[src/rtl/mesh_seq_pkg.sv]
package mesh_seq_pkg;

  localparam int TEX_W      = 32;
  localparam int VTX_BITS   = 2 * TEX_W;
  localparam int VTX_SHIFT  = 3;
  localparam int CORNERS    = 4;

  typedef struct packed {
    logic [TEX_W-1:0] u;
    logic [TEX_W-1:0] v;
  } texPair_t;

  typedef enum logic [1:0] {
    ST_IDLE,
    ST_REQ,
    ST_RSP,
    ST_EMIT
  } seqState_t;

  // strobes from the control into the datapath
  typedef struct packed {
    logic latchJob;
    logic storeVert;
    logic vertBottom;
    logic vertLeft;
    logic stepCell;
    logic stepRow;
  } seqStrobe_t;

  function automatic logic [TEX_W-1:0] fromBigEndian(input logic [TEX_W-1:0] lanes);
    logic [TEX_W-1:0] w;
    for (int b = 0; b < TEX_W / 8; b++) begin
      w[TEX_W-1-8*b -: 8] = lanes[8*b +: 8];
    end
    return w;
  endfunction

endpackage

[src/rtl/mesh_seq_ctrl.sv]
module mesh_seq_ctrl
  import mesh_seq_pkg::*;
#(
  parameter int IDX_W = 7
) (
  input  logic             clk,
  input  logic             rstN,
  input  logic             start,
  input  logic [IDX_W-1:0] hLast,
  input  logic [IDX_W-1:0] vLast,
  input  logic             reqReady,
  input  logic             rspValid,
  input  logic             quadReady,
  output logic             reqValid,
  output logic             rspReady,
  output logic             quadValid,
  output logic             busy,
  output logic             done,
  output logic [IDX_W-1:0] fetchCol,
  output logic [IDX_W-1:0] fetchRow,
  output seqStrobe_t       strobe
);

  seqState_t        state;
  logic [IDX_W-1:0] col;
  logic [IDX_W-1:0] rowY;
  logic             bottom;
  logic [IDX_W-1:0] hLastQ;
  logic [IDX_W-1:0] vLastQ;
  logic             doneQ;
  logic             rowEnd;
  logic             lastRow;
  logic             zeroJob;

  assign rowEnd  = (col == hLastQ);
  assign lastRow = (({1'b0, rowY} + (IDX_W+1)'(1)) == {1'b0, vLastQ});
  assign zeroJob = (hLast == '0) || (vLast == '0);

  assign reqValid  = (state == ST_REQ);
  assign rspReady  = (state == ST_RSP);
  assign quadValid = (state == ST_EMIT);
  assign busy      = (state != ST_IDLE);
  assign done      = doneQ;
  assign fetchCol  = col;
  assign fetchRow  = rowY + IDX_W'(bottom);

  always_comb begin
    strobe            = '0;
    strobe.latchJob   = (state == ST_IDLE) && start;
    strobe.storeVert  = (state == ST_RSP) && rspValid;
    strobe.vertBottom = bottom;
    strobe.vertLeft   = (col == '0);
    strobe.stepCell   = (state == ST_EMIT) && quadReady && !rowEnd;
    strobe.stepRow    = (state == ST_EMIT) && quadReady && rowEnd;
  end

  always_ff @(posedge clk) begin
    if (!rstN) begin
      state  <= ST_IDLE;
      col    <= '0;
      rowY   <= '0;
      bottom <= 1'b0;
      hLastQ <= '0;
      vLastQ <= '0;
      doneQ  <= 1'b0;
    end else begin
      doneQ <= 1'b0;
      unique case (state)
        ST_IDLE: begin
          if (start) begin
            hLastQ <= hLast;
            vLastQ <= vLast;
            col    <= '0;
            rowY   <= '0;
            bottom <= 1'b0;
            if (zeroJob) doneQ <= 1'b1;
            else         state <= ST_REQ;
          end
        end
        ST_REQ: begin
          if (reqReady) state <= ST_RSP;
        end
        ST_RSP: begin
          if (rspValid) begin
            if (!bottom) begin
              bottom <= 1'b1;
              state  <= ST_REQ;
            end else begin
              bottom <= 1'b0;
              if (col == '0) begin
                col   <= IDX_W'(1);
                state <= ST_REQ;
              end else begin
                state <= ST_EMIT;
              end
            end
          end
        end
        ST_EMIT: begin
          if (quadReady) begin
            if (!rowEnd) begin
              col   <= col + IDX_W'(1);
              state <= ST_REQ;
            end else if (lastRow) begin
              state <= ST_IDLE;
              doneQ <= 1'b1;
            end else begin
              rowY  <= rowY + IDX_W'(1);
              col   <= '0;
              state <= ST_REQ;
            end
          end
        end
        default: state <= ST_IDLE;
      endcase
    end
  end

endmodule

[src/rtl/mesh_seq_dpath.sv]
module mesh_seq_dpath
  import mesh_seq_pkg::*;
#(
  parameter int ADDR_W     = 32,
  parameter int IDX_W      = 7,
  parameter int PITCH_LOG2 = 7,
  parameter int COORD_W    = 16
) (
  input  logic                       clk,
  input  logic                       rstN,
  input  seqStrobe_t                 strobe,
  input  logic [IDX_W-1:0]           fetchCol,
  input  logic [IDX_W-1:0]           fetchRow,
  input  logic [ADDR_W-1:0]          baseAddr,
  input  logic [COORD_W-1:0]         offH,
  input  logic [COORD_W-1:0]         offV,
  input  logic [COORD_W-1:0]         sqW,
  input  logic [COORD_W-1:0]         sqH,
  input  logic [VTX_BITS-1:0]        rspData,
  output logic [ADDR_W-1:0]          reqAddr,
  output logic [COORD_W-1:0]         quadX0,
  output logic [COORD_W-1:0]         quadY0,
  output logic [COORD_W-1:0]         quadX1,
  output logic [COORD_W-1:0]         quadY1,
  output logic [CORNERS*TEX_W-1:0]   quadU,
  output logic [CORNERS*TEX_W-1:0]   quadV
);

  localparam int ROWS = 2;

  logic [ADDR_W-1:0]  baseQ;
  logic [COORD_W-1:0] offHQ;
  logic [COORD_W-1:0] sqWQ;
  logic [COORD_W-1:0] sqHQ;
  logic [COORD_W-1:0] dstLeft;
  logic [COORD_W-1:0] dstTop;
  logic [ADDR_W-1:0]  vtxIndex;
  texPair_t           inVert;
  texPair_t           colL [ROWS];
  texPair_t           colR [ROWS];
  texPair_t           corner [CORNERS];

  assign vtxIndex = (ADDR_W'(fetchRow) << PITCH_LOG2) + ADDR_W'(fetchCol);
  assign reqAddr  = baseQ + (vtxIndex << VTX_SHIFT);

  assign inVert.u = fromBigEndian(rspData[TEX_W-1:0]);
  assign inVert.v = fromBigEndian(rspData[VTX_BITS-1:TEX_W]);

  always_ff @(posedge clk) begin
    if (!rstN) begin
      baseQ   <= '0;
      offHQ   <= '0;
      sqWQ    <= '0;
      sqHQ    <= '0;
      dstLeft <= '0;
      dstTop  <= '0;
    end else begin
      if (strobe.latchJob) begin
        baseQ   <= baseAddr;
        offHQ   <= offH;
        sqWQ    <= sqW;
        sqHQ    <= sqH;
        dstLeft <= offH;
        dstTop  <= offV;
      end
      if (strobe.stepCell) dstLeft <= dstLeft + sqWQ;
      if (strobe.stepRow) begin
        dstLeft <= offHQ;
        dstTop  <= dstTop + sqHQ;
      end
    end
  end

  // one left/right register pair per cell row edge (top, bottom)
  for (genvar r = 0; r < ROWS; r++) begin : g_edge
    always_ff @(posedge clk) begin
      if (!rstN) begin
        colL[r] <= '0;
        colR[r] <= '0;
      end else begin
        if (strobe.storeVert && (strobe.vertBottom == 1'(r))) begin
          if (strobe.vertLeft) colL[r] <= inVert;
          else                 colR[r] <= inVert;
        end else if (strobe.stepCell) begin
          colL[r] <= colR[r];
        end
      end
    end
  end

  // clockwise corner order starting at the top-left vertex
  assign corner[0] = colL[0];
  assign corner[1] = colR[0];
  assign corner[2] = colR[1];
  assign corner[3] = colL[1];

  for (genvar k = 0; k < CORNERS; k++) begin : g_slot
    assign quadU[k*TEX_W +: TEX_W] = corner[k].u;
    assign quadV[k*TEX_W +: TEX_W] = corner[k].v;
  end

  assign quadX0 = dstLeft;
  assign quadX1 = dstLeft + sqWQ;
  assign quadY0 = dstTop;
  assign quadY1 = dstTop + sqHQ;

endmodule

[src/rtl/mesh_seq.sv]
module mesh_seq
  import mesh_seq_pkg::*;
#(
  parameter int ADDR_W     = 32,
  parameter int IDX_W      = 7,
  parameter int PITCH_LOG2 = 7,
  parameter int COORD_W    = 16
) (
  input  logic                     clk,
  input  logic                     rstN,
  input  logic                     start,
  input  logic [ADDR_W-1:0]        baseAddr,
  input  logic [IDX_W-1:0]         hLast,
  input  logic [IDX_W-1:0]         vLast,
  input  logic [COORD_W-1:0]       offH,
  input  logic [COORD_W-1:0]       offV,
  input  logic [COORD_W-1:0]       sqW,
  input  logic [COORD_W-1:0]       sqH,
  output logic                     busy,
  output logic                     done,
  output logic                     reqValid,
  input  logic                     reqReady,
  output logic [ADDR_W-1:0]        reqAddr,
  input  logic                     rspValid,
  output logic                     rspReady,
  input  logic [63:0]              rspData,
  output logic                     quadValid,
  input  logic                     quadReady,
  output logic [COORD_W-1:0]       quadX0,
  output logic [COORD_W-1:0]       quadY0,
  output logic [COORD_W-1:0]       quadX1,
  output logic [COORD_W-1:0]       quadY1,
  output logic [127:0]             quadU,
  output logic [127:0]             quadV
);

  seqStrobe_t       strobe;
  logic [IDX_W-1:0] fetchCol;
  logic [IDX_W-1:0] fetchRow;

  mesh_seq_ctrl #(.IDX_W(IDX_W)) u_ctrl (
    .clk       (clk),
    .rstN      (rstN),
    .start     (start),
    .hLast     (hLast),
    .vLast     (vLast),
    .reqReady  (reqReady),
    .rspValid  (rspValid),
    .quadReady (quadReady),
    .reqValid  (reqValid),
    .rspReady  (rspReady),
    .quadValid (quadValid),
    .busy      (busy),
    .done      (done),
    .fetchCol  (fetchCol),
    .fetchRow  (fetchRow),
    .strobe    (strobe)
  );

  mesh_seq_dpath #(
    .ADDR_W     (ADDR_W),
    .IDX_W      (IDX_W),
    .PITCH_LOG2 (PITCH_LOG2),
    .COORD_W    (COORD_W)
  ) u_dpath (
    .clk      (clk),
    .rstN     (rstN),
    .strobe   (strobe),
    .fetchCol (fetchCol),
    .fetchRow (fetchRow),
    .baseAddr (baseAddr),
    .offH     (offH),
    .offV     (offV),
    .sqW      (sqW),
    .sqH      (sqH),
    .rspData  (rspData),
    .reqAddr  (reqAddr),
    .quadX0   (quadX0),
    .quadY0   (quadY0),
    .quadX1   (quadX1),
    .quadY1   (quadY1),
    .quadU    (quadU),
    .quadV    (quadV)
  );

endmodule

[config.mk]
export PLATFORM = sky130hd
export DESIGN_NAME = mesh_seq
export DESIGN_NICKNAME = d
export VERILOG_FILES = /design/src/rtl/mesh_seq_pkg.sv /design/src/rtl/mesh_seq_ctrl.sv /design/src/rtl/mesh_seq_dpath.sv /design/src/rtl/mesh_seq.sv
export SDC_FILE = /design/constraint.sdc
export NUM_CORES = 1
export LEC_CHECK = 0
export BUFFER_PORTS_ARGS = -buffer_cell sky130_fd_sc_hd__buf_2
export CAP_MARGIN = 20
export CORE_AREA = 2 2 206 208
export CTS_CLUSTER_SIZE = 12
export DETAILED_ROUTE_END_ITERATION = 10
export DIE_AREA = 0 0 208 210
export PLACE_DENSITY = 0.72
export SLEW_MARGIN = 20
export SYNTH_ARGS = -nofsm -noshare
export SYNTH_HDL_FRONTEND = slang
export SYNTH_SLANG_ARGS = --single-unit
[constraint.sdc]
create_clock -name clk -period 7.6 [get_ports clk]
set_clock_uncertainty 0.15 [all_clocks]
set_input_delay 0.76 -clock clk [delete_from_list [all_inputs] [get_ports clk]]
set_output_delay 0.76 -clock clk [all_outputs]
set_load 0.01 [all_outputs]
==> impl_metrics.env, run 1 <==
export IMPL_wirelength_um=59300
export IMPL_postCtsSetupBuffers=0
export IMPL_crit_arrival_ps=3840
export IMPL_cts_tree="yes"
export IMPL_status="finished clean"
export IMPL_synthDominantCellAreaShare=0.406
export IMPL_grt_pass1_vias=15000
export IMPL_cp_top_family="compound AO/OA/AOI/OAI gates"
export IMPL_fillerInstances=3598
export IMPL_max_cap_violations=0
export IMPL_grt_pass1_wl_um=87400
export IMPL_hold_violations=0
export IMPL_cpMostUsedCell="ha_1"
export IMPL_cts_buffer_depth=3
export IMPL_multi_input_area_um2=7880
export IMPL_startpoint_type="register"
export IMPL_syn_inst=1824
export IMPL_slew_limit_headroom=0.306
export IMPL_clock_sinks=400
export IMPL_grt_max_degree=117
export IMPL_regArea_um2=10600
export IMPL_finalSetupViolations=0
export IMPL_ant_nets=0
export IMPL_syn_area_per_cell_um2=10.4
export IMPL_synth_area_leaders="edfxtp_1 41%, dfxtp_1 15%, nand2_1 8.5%"
export IMPL_cts_resized=0
export IMPL_core_area_um2=41500
export IMPL_synth_flop_cell="edfxtp_1"
export IMPL_dr_pass1_iters=5
export IMPL_crit_type="register to output port"
export IMPL_start_util=0.456
export IMPL_worst_path_buf_inv=1
export IMPL_drv_slew=0
export IMPL_routedWlPerCell_um=20.6
export IMPL_cp_slowest_cell="dfxtp_1"
export IMPL_yosysTopAreaCell="edfxtp_1"
export IMPL_holdBufCountCts=0
export IMPL_routabilityCongestion=0.882
export IMPL_gr_total_overflow=0
export IMPL_dieArea_um2=43700
export IMPL_pin_count=537
export IMPL_max_stage_delay_ps=570
export IMPL_cts_made_buffers=44
export IMPL_synth_edf_count=256
export IMPL_num_vias=15800
export IMPL_yosysUniqueCellTypes=67
export IMPL_pre_cts_slack_ps=3500
export IMPL_die_h_um=210
export IMPL_synth_most_common_cell="nand2_1"
export IMPL_clk_pin_slew_ps=60
export IMPL_path_max_fanout=8
export IMPL_remaining_drc_errors=0
export IMPL_rows=75
export IMPL_design_area_um2=23300
export IMPL_synth_common_cells="430 x nand2_1, 256 x edfxtp_1, 144 x dfxtp_1, 136 x and2_1, 120 x a21oi_1"
export IMPL_dr_first_iter_drc_count=968
export IMPL_antenna_found_initial=17
export IMPL_async_reset_ff_frac=0
export IMPL_post_drt_via_cell_ratio=5.48
export IMPL_min_period_over_period=0.625
export IMPL_peakVddDrop_mv=0.177
export IMPL_dieWidth_um=208
export IMPL_period_needed_ps=4750
export IMPL_placed_cell_area_um2=22000
export IMPL_min_path_type="primary input to register"
export IMPL_syn_nets=2061
export IMPL_power_density_nw_per_um2=259
export IMPL_p_leak_nw=10.5
export IMPL_rsz0062_at_grt="no"
export IMPL_port_buffers=536
export IMPL_yosysWarnings=0
export IMPL_nets=2542
export IMPL_worst_slack_ps=2850
export IMPL_end_kind="output port"
export IMPL_cts_root_buf="clkbuf_16"
export IMPL_grtUsageTotal=0.258
export IMPL_cts_max_level=2
export IMPL_seq_area_frac_synth=0.559
export IMPL_syn_area_um2=18900
export IMPL_fin_tns_setup_ps=0
export IMPL_dp_hpwl_um=41100
export IMPL_ys_ff_latch=400
export IMPL_area_growth_pct=23.0
export IMPL_worst_slew_pin_slew_ps=1040
export IMPL_crit_chain="ha_1, ha_1, xor2_1, ha_1, o21ai_0, a21boi_0, nand4_1, o21ai_0, a21o_1, nand4_1, xnor2_1, buf_2"
export IMPL_worstPathRequired_ps=6690
export IMPL_clock_latency_ps=570
export IMPL_drive_gt1_frac=0.271
export IMPL_fmax_mhz=211
[flip-flops by register name, indices dropped and copies added (netlist names), 2 cells and up]
| name | cells |
|---|---|
| u_ctrl.rowY | 7 |
| u_dpath.quadY0 | 16 |
| u_ctrl.state | 2 |
| u_dpath.sqWQ | 16 |
| u_dpath.colR | 128 |
| u_dpath.baseQ | 32 |
| u_ctrl.vLastQ | 7 |
| u_dpath.colL | 128 |
| u_ctrl.fetchCol | 7 |
| u_dpath.offHQ | 16 |
| u_ctrl.hLastQ | 7 |
| u_dpath.quadX0 | 16 |
| u_dpath.sqHQ | 16 |
[cell families after synthesis]
kind of cell	Yosys count	share of synthesized area
muxes	18	0.00966
AOI/OAI and AO/OA	416	0.153
adders and majority gates	57	0.0389
buffers and inverters	133	0.0289
and+or+nand+nor	732	0.179
xor gates and xnor gates	68	0.0315
DFF	400	0.559
[per-layer routing]
metal  up-vias  GRT usage  share of wire
met1      7527      0.302           0.37
met3       123     0.0781          0.094
met2       724      0.443           0.50
li1       7388          -              -
met5         -          0         0.0011
met4        10      0.103          0.038
[worst min-delay path, delay by kind of cell]
kind	cells	cell delay (ps)
buffers and inverters	1	100
and+or+nand+nor	1	40
AOI/OAI and AO/OA	1	60
[through the flow]
stage	instances	hold WS (ps)	util	total power, mW
after CTS	2869	264	0.561	6.07
after floorplan	1824	293	-	3.57
after detailed placement	2798	311	0.530	4.12
after global routing	2875	286	0.561	6.28
after global placement	2798	301	0.530	4.08
final	2876	289	0.561	6.02
[path summary, 6_finish.rpt]
path	slack, ps	endpoint	depth (start not counted)	from
setup / recovery	2850	reqAddr[31]	12	u_ctrl.bottom
hold / removal	290	u_dpath.sqWQ[4]	3	sqW[4]
setup reg to reg	3740	u_dpath.colL[1][49]	9	u_ctrl.fetchCol[3]
hold reg to reg	320	u_dpath.offHQ[12]	2	u_dpath.offHQ[12]
[layout by cell type (no fill, tap or decap), drive strengths merged, types with 5 or more instances in the layout]
master and count:
ha 54, nand3 48, o211ai 8, and2 137, nor4 5, nor2 39
edfxtp 256, mux2i 16, xor2 20, a21boi 100, nand2 431, a211o 5
nor2b 12, and3 12, nand2b 10, dfxtp 144, inv 20, xnor2 48
buf 549, a21oi 120, a22o 64, or3 5, o21a 10, o31ai 5
nor3 14, clkinv 11, o21ai 33, a31oi 9, diode 7, a21o 17
nand4 9, clkbuf 58, o211a 15
[layout make-up]
cell class                 count  area share
sequential                   400       0.454
multi-input combinational   1291       0.339
tap                          539      0.0290
inverter                      19     0.00307
timing repair buffer         549       0.120
clock inverter                13     0.00355
antenna                        7    0.000753
clock buffer                  58      0.0509
[where the power goes]
group          switching [mW]  internal [mW]  total, mW
Clock                   0.856           1.09       1.94
Combinational           0.910          0.508       1.42
Sequential              0.133           2.52       2.66
Power figures use the tool's default switching activity.
==> run 2, diff against run 1 <==
clock period = 4.54 ns   (was 7.6 ns; I/O delays follow)
==> run 2 against run 1 <==
Compared with the run above:
- largest cell class unchanged
- via count up 3.2%
- flip-flop and latch count unchanged
- core utilization up 1.9 points
- global-route usage up 1.3 points
- cell count up 2.5%
- wire length up 2.2%
- critical path depth up 1
- critical path type unchanged
==> impl_metrics.env, run 2 (synthesis results as in run 1) <==
export IMPL_status="finished clean"
export IMPL_dieArea_um2=43700
export IMPL_dr_first_iter_drc_count=1220
export IMPL_design_area_um2=24100
export IMPL_cts_made_buffers=43
export IMPL_cp_top_family="adder cells"
export IMPL_clock_sinks=400
export IMPL_min_path_type="primary input to register"
export IMPL_cts_buffer_depth=3
export IMPL_die_h_um=210
export IMPL_finalSetupViolations=0
export IMPL_remaining_drc_errors=0
export IMPL_placed_cells=2806
export IMPL_worst_slew_pin_slew_ps=1120
export IMPL_crit_type="register to output port"
export IMPL_top_layer="met5"
export IMPL_cts_max_level=2
export IMPL_clock_latency_ps=570
export IMPL_grt_pass1_wl_um=92100
export IMPL_start_util=0.456
export IMPL_ant_nets=0
export IMPL_wirelength_um=60600
export IMPL_clk_pin_slew_ps=60
export IMPL_crit_end="reqAddr[31]"
export IMPL_worst_slack_ps=356
export IMPL_dp_hpwl_um=42300
export IMPL_worst_path_buf_inv=2
export IMPL_grtUsageTotal=0.271
export IMPL_max_stage_delay_ps=530
export IMPL_path_max_fanout=8
export IMPL_r2r_cells=7
export IMPL_cts_root_buf="clkbuf_16"
export IMPL_min_period_over_period=0.922
export IMPL_max_cap_violations=0
export IMPL_final_cell_mix="535 x buf_2, 425 x nand2_1, 256 x edfxtp_1, 144 x dfxtp_1, 135 x and2_1"
export IMPL_area_growth_pct=27.2
export IMPL_antenna_found_initial=16
export IMPL_routabilityCongestion=0.917
export IMPL_gr_total_overflow=0
export IMPL_pre_cts_slack_ps=860
export IMPL_fin_total_pwr_mw=10.2
export IMPL_wl_met3_um=5340
export IMPL_r2r_setup_slack_ps=1040
export IMPL_num_vias=16300
export IMPL_crit_chain="ha_1, ha_1, nand3_1, xnor2_1, ha_1, inv_1, nor3_1, nand4_1, o21ai_0, a21o_2, nand4_1, xnor2_1, buf_2"
export IMPL_slew_limit_headroom=0.251
export IMPL_nets=2614
export IMPL_cp_startpoint="u_ctrl.bottom"
export IMPL_routedWlPerCell_um=20.6
export IMPL_cpMostUsedCell="ha_1"
export IMPL_crit_arrival_ps=3580
export IMPL_pin_count=537
export IMPL_grt_pass1_vias=16000
export IMPL_power_density_nw_per_um2=425
export IMPL_hold_violations=0
export IMPL_timing_rr_start="u_ctrl.fetchCol[1]"
export IMPL_core_area_um2=41500
export IMPL_post_drt_via_cell_ratio=5.52
export IMPL_wl_met2_um=30100
export IMPL_drv_slew=0
export IMPL_postCtsSetupBuffers=0
export IMPL_worstPathRequired_ps=3940
export IMPL_cts_tree="yes"
export IMPL_end_kind="output port"
export IMPL_dieWidth_um=208
export IMPL_rsz0062_at_grt="no"
export IMPL_r2r_end="u_dpath.colL[0][48]"
export IMPL_reg_largest_list="u_dpath.colL (128), u_dpath.colR (128), u_dpath.baseQ (32)"
export IMPL_p_leak_nw=10.8
export IMPL_port_buffers=536
export IMPL_placed_cell_area_um2=22100
export IMPL_grt_max_degree=76
export IMPL_fin_cells=2948
export IMPL_startpoint_type="register"
export IMPL_rows=75
export IMPL_drive_gt1_frac=0.268
export IMPL_cp_slowest_cell="dfxtp_1"
export IMPL_period_needed_ps=4180
export IMPL_fmax_mhz=239
export IMPL_dr_pass1_iters=7
export IMPL_layout_commonest_cell="buf_2"
export IMPL_whs_ps=18.6
export IMPL_fin_tns_setup_ps=0
export IMPL_utilization=0.580
export IMPL_peakVddDrop_mv=0.300
export IMPL_drt_met1_wl_um=23000
export IMPL_crit_cells=13
[run 2: how the worst min path moves through the flow]
stage,depth (start not counted),to,from
floorplan,2,u_dpath.offHQ[0],u_dpath.offHQ[0]
global placement,2,u_dpath.baseQ[1],u_dpath.baseQ[1]
detailed placement,2,u_dpath.offHQ[9],u_dpath.offHQ[9]
CTS,3,u_ctrl.vLastQ[2],vLast[2]
global route,3,u_dpath.sqWQ[8],sqW[8]
finish,3,u_dpath.sqWQ[8],sqW[8]
[run 2: area by class of cell]
type / count / area (µm²)
well taps: 539 / 674
flip-flops and latches: 400 / 10600
clock inverters: 14 / 148
fillers: 3563 / 17400
multi-input cells: 1291 / 7880
clock buffers: 53 / 1150
diodes: 10 / 25.0
repair buffers: 622 / 3540
inverters: 19 / 71.3
[run 2: what timing repair did]
item | in CTS | in global routing
resized for setup | 0 | 1
hold buffers | 65 | 0
endpoints found under the setup margin | 0 | 4
hold endpoints to repair | 65 | 0
[run 2: power breakdown]
group / internal [mW] / total [mW] / leakage, nW / switching [mW]
clock network: 1.90 / 3.33 / 0.629 / 1.43
registers: 4.22 / 4.45 / 3.83 / 0.227
logic: 0.905 / 2.44 / 6.34 / 1.53
[run 2: metal layers]
metal	GRT usage	up-vias
met5	0	-
met2	0.474	805
met1	0.325	7812
met3	0.0638	113
met4	0.100	6
li1	-	7548
[run 2: worst register-to-register path, delay by kind of cell, from the launching register on]
family          cells  cell delay, ps
simple gates        4            1400
flops               1             490
buf+inv             1             370
compound gates      1             340
xor+xnor            1             130
==> run 3, diff against run 2 <==
ABC_AREA = 1   (was default)
CORE_AREA = 2 2 211 213   (was 2 2 206 208)
DIE_AREA = 0 0 213 215   (was 0 0 208 210)
GPL_TIMING_DRIVEN = 0   (was default)
==> run 3 against run 2 <==
Compared with the run above:
- via count is 9.3% higher
- critical path depth is 2 higher
- worst hold slack better by 4.9 ps
- cell area is 7.3% higher
- non-clock buffer count is 111 higher
- register-to-register slack worse by 260 ps
- sequential share of layout area is 3.0 points lower
- total power is 13% higher
- first-iteration DRC count is 4.9% higher
- combinational power is 44% higher
- wire length is 9.2% higher
- critical path type unchanged
- largest power group unchanged
==> impl_metrics.env, run 3 <==
export IMPL_synth_most_common_cell="nor2_1"
export IMPL_ys_ff_latch=400
export IMPL_startpoint_type="register"
export IMPL_design_area_um2=25800
export IMPL_grt_pass1_wl_um=98400
export IMPL_synth_flop_cell="edfxtp_1"
export IMPL_crit_arrival_ps=3700
export IMPL_pin_count=537
export IMPL_max_cap_violations=0
export IMPL_syn_area_um2=20000
export IMPL_clk_pin_slew_ps=60
export IMPL_drive_gt1_frac=0.309
export IMPL_fillerInstances=3818
export IMPL_min_period_over_period=0.947
export IMPL_fin_total_pwr_mw=11.6
export IMPL_seq_area_frac_synth=0.530
export IMPL_max_stage_delay_ps=400
export IMPL_finalSetupViolations=0
export IMPL_syn_nets=2392
export IMPL_remaining_drc_errors=0
export IMPL_syn_area_per_cell_um2=9.26
export IMPL_peakVddDrop_mv=0.308
export IMPL_routedWlPerCell_um=19.1
export IMPL_num_vias=17800
export IMPL_crit_type="register to output port"
export IMPL_ant_nets=0
export IMPL_end_kind="output port"
export IMPL_worstPathRequired_ps=3940
export IMPL_grtUsageTotal=0.282
export IMPL_area_growth_pct=29.4
export IMPL_final_cell_mix="544 x buf_2, 361 x nor2_1, 259 x nand2_1, 256 x edfxtp_1, 215 x inv_1"
export IMPL_worst_slew_pin_slew_ps=802
export IMPL_crit_chain="ha_1, ha_1, nand3_1, nor3_1, xor2_1, inv_1, ha_1, nand2_1, nor4_1, nand2_1, nand2_1, nand2_1, nor2_1, xor2_1, buf_2"
export IMPL_rsz0062_at_grt="no"
export IMPL_utilization=0.592
export IMPL_port_buffers=535
export IMPL_yosysUniqueCellTypes=50
export IMPL_yosysTopAreaCell="edfxtp_1"
export IMPL_cpMostUsedCell="nand2_1"
export IMPL_placed_cell_area_um2=23700
export IMPL_placed_cells=3299
export IMPL_cts_made_buffers=44
export IMPL_synth_area_leaders="edfxtp_1 39%, dfxtp_1 14%, nor2_1 6.8%"
export IMPL_dp_hpwl_um=52000
export IMPL_nets=3067
export IMPL_dieWidth_um=213
export IMPL_fin_tns_setup_ps=0
export IMPL_hold_violations=0
export IMPL_cp_slowest_cell="dfxtp_2"
export IMPL_clock_latency_ps=580
export IMPL_drv_slew=0
export IMPL_slew_limit_headroom=0.466
export IMPL_fin_cells=3460
export IMPL_cts_tree="yes"
export IMPL_die_h_um=215
export IMPL_clock_sinks=400
export IMPL_antenna_found_initial=10
export IMPL_start_util=0.457
export IMPL_postCtsSetupBuffers=0
export IMPL_fmax_mhz=233
export IMPL_dieArea_um2=45800
export IMPL_grt_max_degree=45
export IMPL_synth_common_cells="362 x nor2_1, 260 x nand2_1, 256 x edfxtp_1, 218 x inv_1, 144 x dfxtp_1"
export IMPL_dr_first_iter_drc_count=1280
export IMPL_cts_max_level=2
export IMPL_core_area_um2=43600
export IMPL_p_leak_nw=12.4
export IMPL_wirelength_um=66200
export IMPL_dr_pass1_iters=5
export IMPL_routabilityCongestion=0.933
export IMPL_grt_pass1_vias=17300
export IMPL_synthDominantCellAreaShare=0.385
export IMPL_status="finished clean"
export IMPL_yosysWarnings=0
export IMPL_cts_root_buf="clkbuf_16"
export IMPL_min_path_type="primary input to register"
export IMPL_async_reset_ff_frac=0
export IMPL_post_drt_via_cell_ratio=5.15
export IMPL_path_max_fanout=6
export IMPL_reg_largest_list="u_dpath.colL (128), u_dpath.colR (128), u_dpath.baseQ (32)"
export IMPL_period_needed_ps=4300
export IMPL_cts_buffer_depth=3
export IMPL_power_density_nw_per_um2=449
export IMPL_synth_edf_count=256
export IMPL_gr_total_overflow=0
export IMPL_rows=77
export IMPL_layout_commonest_cell="buf_2"
export IMPL_syn_inst=2155
## run 3: routing by layer
metal | part of all wire | GRT usage
met5 | 0 | 0
met4 | 0.039 | 0.111
met3 | 0.082 | 0.0604
met2 | 0.50 | 0.505
met1 | 0.38 | 0.324
## run 3: path summary, 6_finish.rpt
check	startpoint	slack, ps	endpoint	cells past startpoint
worst max register to register	u_ctrl.state[1]	780	u_dpath.colL[0][32]	14
worst min register to register	u_dpath.offHQ[2]	330	u_dpath.offHQ[2]	2
worst min-delay path	baseAddr[29]	20	u_dpath.baseQ[29]	3
worst max-delay path	u_ctrl.rowY[0]	240	reqAddr[30]	15
## run 3: logic make-up (layout without fill, tap and decap cells)
group	after synthesis	count (layout)	share of synthesized area
AND/OR/NAND/NOR	859	859	0.190
flip-flops	400	400	0.530
AO/OA/AOI/OAI	393	393	0.129
buffers and inverters	383	1089	0.0867
XOR/XNOR	62	62	0.0272
adder cells (fa/ha/maj)	57	57	0.0369
multiplexers	1	1	0.000502
other	0	7	0
## run 3: area by class of cell
type,count,area (µm²),share of cell area
flip-flops and latches,400,10600,0.410
multi-input cells,1372,7710,0.298
repair buffers,629,3720,0.144
clock buffers,60,1190,0.0461
inverters,279,1050,0.0406
well taps,592,741,0.0287
plain buffers,104,682,0.0264
clock inverters,17,136,0.00528
diodes,7,17.5,0.000678
## run 3: what timing repair did
item | 4_1_cts | 5_1_grt
setup endpoints to repair | 0 | 9
hold buffers | 77 | 0
hold endpoints to repair | 77 | 0
resized for setup | 0 | 4
## run 3: stage by stage
stage                     setup WS [ps]  hold slack, ps
after floorplan                   -12.6             295
after global placement            -2360             308
after detailed placement            654             315
after CTS                          25.7           0.174
after global routing              0.415            22.8
final                               240            23.6
## run 3: critical path, delay by kind of cell, from the launching register on
family,cells,cell delay [ps]
and+or+nand+nor,8,1250
buffers and inverters,2,230
adders and majority gates,3,730
DFF,1,400
xor gates and xnor gates,2,510
## run 3: power by group
| group | switching [mW] | internal, mW | total, mW | leakage (nW) |
|---|---|---|---|---|
| logic | 2.25 | 1.27 | 3.52 | 7.96 |
| registers | 0.336 | 4.36 | 4.70 | 3.84 |
| clock network | 1.48 | 1.90 | 3.37 | 0.650 |
| total | 4.06 | 7.53 | 11.6 | 12.4 |
